==> config.mk <==
export PLATFORM = sky130hd
export DESIGN_NAME = drv_enable_supervisor
export DESIGN_NICKNAME = d
export VERILOG_FILES = /design/src/rtl/drv_enable_supervisor.sv
export SDC_FILE = /design/constraint.sdc
export NUM_CORES = 1
export LEC_CHECK = 0
export ABC_AREA = 1
export BUFFER_PORTS_ARGS = -buffer_cell sky130_fd_sc_hd__buf_2
export CAP_MARGIN = 10
export CORE_AREA = 2 2 39 41
export DETAILED_ROUTE_END_ITERATION = 16
export DIE_AREA = 0 0 41 43
export PLACE_DENSITY = 0.69
export SETUP_SLACK_MARGIN = 0.2
export SKIP_CTS_REPAIR_TIMING = 1
export SYNTH_ARGS = -nofsm -noshare
export SYNTH_HDL_FRONTEND = slang
export SYNTH_SLANG_ARGS = --single-unit
==> constraint.sdc <==
create_clock -name clk -period 0.8 [get_ports clk]
set_input_delay 0.24 -clock clk [delete_from_list [all_inputs] [get_ports clk]]
set_output_delay 0.24 -clock clk [all_outputs]
set_load 0.005 [all_outputs]
==> src/rtl/drv_enable_supervisor.sv <==
module drv_enable_supervisor #(
  parameter int W = 8,
  parameter logic [W-1:0] UV_RISE  = 8'd174,
  parameter logic [W-1:0] UV_FALL  = 8'd164,
  parameter logic [W-1:0] WARN_SET = 8'd150,
  parameter logic [W-1:0] WARN_CLR = 8'd135,
  parameter logic [W-1:0] SD_SET   = 8'd180,
  parameter logic [W-1:0] SD_CLR   = 8'd155,
  parameter int SYNC = 2
) (
  input  logic         clk,
  input  logic         rst_n,
  input  logic [W-1:0] vsup_code,
  input  logic         vsup_vld,
  input  logic [W-1:0] temp_code,
  input  logic         temp_vld,
  input  logic         dis_n_pin,
  input  logic         pin_float,
  output logic         drv_en,
  output logic         warn_n,
  output logic         recal
);
  logic          uv_q, warn_q, sd_q;
  logic [SYNC:0] sync_q;
  logic          pin_s, pin_prev, clear_ok;

  assign pin_s    = sync_q[SYNC-1];
  assign pin_prev = sync_q[SYNC];
  assign clear_ok = ~uv_q & ~sd_q;
  assign warn_n   = ~warn_q;

  always_ff @(posedge clk) begin
    if (!rst_n) uv_q <= 1'b1;
    else if (vsup_vld) begin
      if (uv_q && vsup_code > UV_RISE) uv_q <= 1'b0;
      else if (!uv_q && vsup_code < UV_FALL) uv_q <= 1'b1;
    end
  end

  always_ff @(posedge clk) begin
    if (!rst_n) begin
      warn_q <= 1'b1;
      sd_q   <= 1'b1;
    end else if (temp_vld) begin
      if (temp_code >= WARN_SET) warn_q <= 1'b1;
      else if (temp_code <= WARN_CLR) warn_q <= 1'b0;
      if (temp_code > SD_SET) sd_q <= 1'b1;
      else if (temp_code < SD_CLR) sd_q <= 1'b0;
    end
  end

  always_ff @(posedge clk) begin
    if (!rst_n) begin
      sync_q <= '0;
      drv_en <= 1'b0;
      recal  <= 1'b0;
    end else begin
      sync_q <= {sync_q[SYNC-1:0], dis_n_pin & ~pin_float};
      drv_en <= pin_s & clear_ok;
      recal  <= pin_s & ~pin_prev & clear_ok;
    end
  end
endmodule

======== Word level (Yosys, flattened, before mapping) ========
Cells that the tools add are included.
word-level totals
  logic and storage cells ................. 37
  flip-flop bits (word level) ............. 8
  input bits .............................. 22
cells by class
  $lt $le $gt $ge ......................... 6
  reductions and logical operators ........ 9
  bitwise operators ....................... 10
  mux-type cells .......................... 6
operators by type and width
  operator              number
  $gt A8 B8 Y1 const B  2
  $lt A8 B8 Y1 const B  2
  $ge A8 B8 Y1 const B  1
  $le A8 B8 Y1 const B  1
  $mux W1               6
  $reduce_and A2 Y1     3
  $reduce_bool A2 Y1    3
  $and A1 B1 Y1         5
  $not A1 Y1            5
  $logic_and A1 B1 Y1   2
  $logic_not A1 Y1      1

======== Depth between registers and ports, before layout ========
  depth in word-level cells ............... 4
  mapped depth ............................ 7
  gate-level depth less buffers ........... 7

======== Worst setup path after synthesis ========
No wires, ideal clock.
  path type ............................... input port to flip-flop
  start point ............................. in temp_code[3]
  end point ............................... reg sd_q
  data required time ...................... 0.681 ns
  setup slack ............................. 0.061 ns
  stages on the path ...................... 6
  buffers on the path ..................... 0
  arrival time ............................ 0.620 ns
  cell sequence ........................... nor2_1 > inv_1 > nor2_1 > nand2_1 > nand3_1 > nand3_1
on the way
  word-level cells in the longest chain between the ends .. 3
  elaborated cells on any way between the ends .. 5
  classes of those cells .................. 2 x order compare; 1 x mux; 2 x reduce/logical
ends and longest elaborated chain
  element                                       RTL line  text
  from (decl)                                   15        input logic [W-1:0] temp_code,
  $gt A8 B8 Y1 or $lt A8 B8 Y1 (tied branches)  47, 48
  $reduce_bool A2 Y1 (no source line)           -
  $reduce_and A2 Y1 (no source line)            -
  to (signal assigned)                          43        sd_q <= 1'b1;
  to (signal assigned)                          47        if (temp_code > SD_SET) sd_q <= 1'b1;
  to (signal assigned)                          48        else if (temp_code < SD_CLR) sd_q <= 1'b0;
  to (decl)                                     23        logic uv_q, warn_q, sd_q;
Several ways; a longest one is shown, not always the timed one.
A chain may end at the register's enable or synchronous reset.

======== Final worst setup path ========
  start point ............................. reg warn_q
  end point ............................... out warn_n
on the way
  word-level cells in the longest chain between the ends .. 1
ends and longest elaborated chain
  element                 RTL line  text
  from (decl)             23
  from (signal assigned)  42        warn_q <= 1'b1;
  from (signal assigned)  45        if (temp_code >= WARN_SET) warn_q <= 1'b1;
  from (signal assigned)  46        else if (temp_code <= WARN_CLR) warn_q <= 1'b0;
  $not A1 Y1              30        assign warn_n = ~warn_q;
  to (decl)               20        output logic warn_n,
Every way passes these cells.

==> summary.txt <==
Synthesis
  – Sequential cell area fraction in the yosys report: 0.384
  – Synth top area share: 0.384
  – Yosys reg bits: 8
  – Syn Inst Count: 66
  – Synth cell types: 15
  – Yosys warnings: 0
  – Syn Nets: a little under 90
  – Area contributors post-synth: dfxtp_1, nand2_1, inv_1
  – Cell taking the most area after synthesis: dfxtp_1
  – Syn Area/Cell: roughly 6.3 µm²
  – Cell Area, Synth: around 420 µm²

Critical path
  – Worst setup EP type: output port
  – R2r setup slk: around 0.07 ns
  – CP Class: flip-flop to output port
  – Nature of the critical path startpoint: flip-flop
  – R2R depth: 2
  – CP Max Fanout: 2
  – Critical R2R Capture: recal
  – Crit path arrival time: around 0.7 ns
  – Worst r2r src: sd_q
  – CP required: 0.56 ns

STA
  – Post-route setup slack: -0.142 ns
  – Max-slew violations: 0
  – Final hold viol count: 0
  – RSZ-0062 raised after global routing: true
  – Worst Tran Pin Value: ~0.16 ns
  – Clock Skew: 0.000989 ns
  – Max-slew headroom: 0.893
  – Final setup viols: 3
  – Fin crit period: ~0.94 ns
  – Crit share post-route: 1.18
  – Setup_tns: -0.317 ns
  – Achievable Freq: approximately 1.1 GHz

Global route
  – Tot GR Track Use: 0.131
  – GRT overflow: 0
  – Global-route wire length before repair: 1560 µm
  – Vias in the first global route: 445
  – Pin count of the biggest net entering global routing: 5
  – Initial antenna violation count: 0

Drt
  – Initial DRC count: 2
  – Remaining DRCs: 0
  – Final wirelength: 911 µm
  – WL/cell: 8.13 µm
  – Drt first pass iters: 4
  – Antenna Violating Nets Remaining: 0
  – Vias: 493
  – Avg Vias per Cell: ~4.4

Clock network
  – CTS Root Cell: clkbuf_4
  – CTS buffer count: 3
  – Clock Pin Slew Worst Setup and Hold Paths: ~0.050 ns
  – Clock buffer depth: 2
  – CTS sink count: 8
  – Insertion delay to the later sink of the worst-skew pair: ~0.25 ns
  – CTS HTree Levels: 1
  – CTS tree: built

Power
  – Pwr Total: 0.000913 W
  – Worst VDD drop: between 900 and 1000 µV
  – Static Leak: around 0.35 nW
  – PwrDens: approximately 1400 nW/µm²

Cells and area
  – # diodes: 0
  – Fin nets: between 100 and 150
  – Area grow syn2layout: 58.6%
  – Final cell count without fillers: around 110
  – FF+latch area: 164 µm²
  – Fraction of layout cells with a size suffix above 1: 0.500
  – Multi-input gate area: approximately 240 µm²
  – Fill count: ~150
  – Final core utilization: 0.477

Placement
  – Port Buffers: 24
  – Placed cells: approximately 110
  – Final HPWL DP: 738 µm
  – Place WS: -0.105 ns
  – GPL Wtd Cong: 0.778

Floorplan
  – Initial Utilization: 0.301
  – Cell Rows: 14
  – Num ports: 25
  – Core area: between 1000 and 1500 µm²
  – Die H: between 40 and 50 µm
  – Die X: about 41 µm
  – Total Die Area: approximately 1800 µm²

Min path
  – Hold endpoint: sync_q[0]
  – Hold path depth: 2
  – Hold_sp: pin_float
  – HP Class: input pin to flip-flop

Flow run
  – Maxcap violations: 0

Outcome
  – Failing checks: setup timing
  – Status: finished, violations left
cells in the mapped netlist (all sizes together):
cell type and instances:
nand4 1, nor2 10, a21boi 1, o21ai 4
nor3 2, dfxtp 8, inv 12, nand3 3
nand2 21, or2 1, a21oi 2, nand3b 1
per-layer routing:
layer	routed length, µm	part of all wire	up-vias	global-route usage
met5	0	0	-	0
met4	0	0	0	0.0400
met3	36	0.040	0	0.0628
met2	524	0.58	8	0.213
met1	349	0.38	221	0.143
li1	-	-	264	-
worst max-delay path by stage:
stage	startpoint	end	slack, ns	cells after the start
finish	warn_q	warn_n	-0.14	2
global route	warn_q	warn_n	-0.19	2
CTS	warn_q	warn_n	-0.19	2
detailed placement	temp_code[4]	warn_q	-0.11	5
global placement	temp_code[3]	sd_q	-0.1	7
floorplan	temp_code[3]	sd_q	0.08	6
power breakdown:
part	switching (W)	internal (W)	leakage, nW
clock network	0.000121	0.000171	0.0138
logic	0.0000933	0.000103	0.273
registers	0.00000749	0.000417	0.0645
total	0.000222	0.000691	0.352
kinds of logic (layout without fill, tap and decap cells):
logic type	after synthesis	after routing	share of synthesized area
flip-flops	8	8	0.384
buffers and inverters	12	42	0.108
AND/OR/NAND/NOR	39	39	0.417
AO/OA/AOI/OAI	7	7	0.0901
worst max-delay path, stage by stage (launching register included):
cell and delay, ns:
dfxtp_2 0.33, inv_2 0.03, buf_6 0.10
final cells by class:
cell class                      instances  share of cell area
Clock buffer                            3              0.0341
Inverter                               12              0.0682
Multi-Input combinational cell         46               0.369
Tap cell                               16              0.0303
Timing Repair Buffer                   27               0.250
Sequential cell                         8               0.248
through the flow:
stage	hold slack, ns	area [µm²]
floorplan	0.312	430
global placement	0.380	578
detailed placement	0.398	578
CTS	0.133	601
global route	0.126	661
finish	0.145	661
placed cells by master, fill, tap and decap left out, types with 3 or more instances in the layout:
| cell type | count |
|---|---|
| nor2_2 | 4 |
| buf_4 | 3 |
| nor2_1 | 4 |
| inv_1 | 8 |
| clkbuf_4 | 3 |
| nand3_1 | 3 |
| nand2_1 | 20 |
| dfxtp_2 | 3 |
| inv_2 | 4 |
| buf_2 | 21 |
| dfxtp_1 | 5 |
flip-flops by register name (all words and copies together) (netlist names):
signal / flops
sd_q: 1
sync_q: 3
uv_q: 1
warn_q: 1
recal: 1
drv_en: 1
Power figures use the tool's default switching activity.
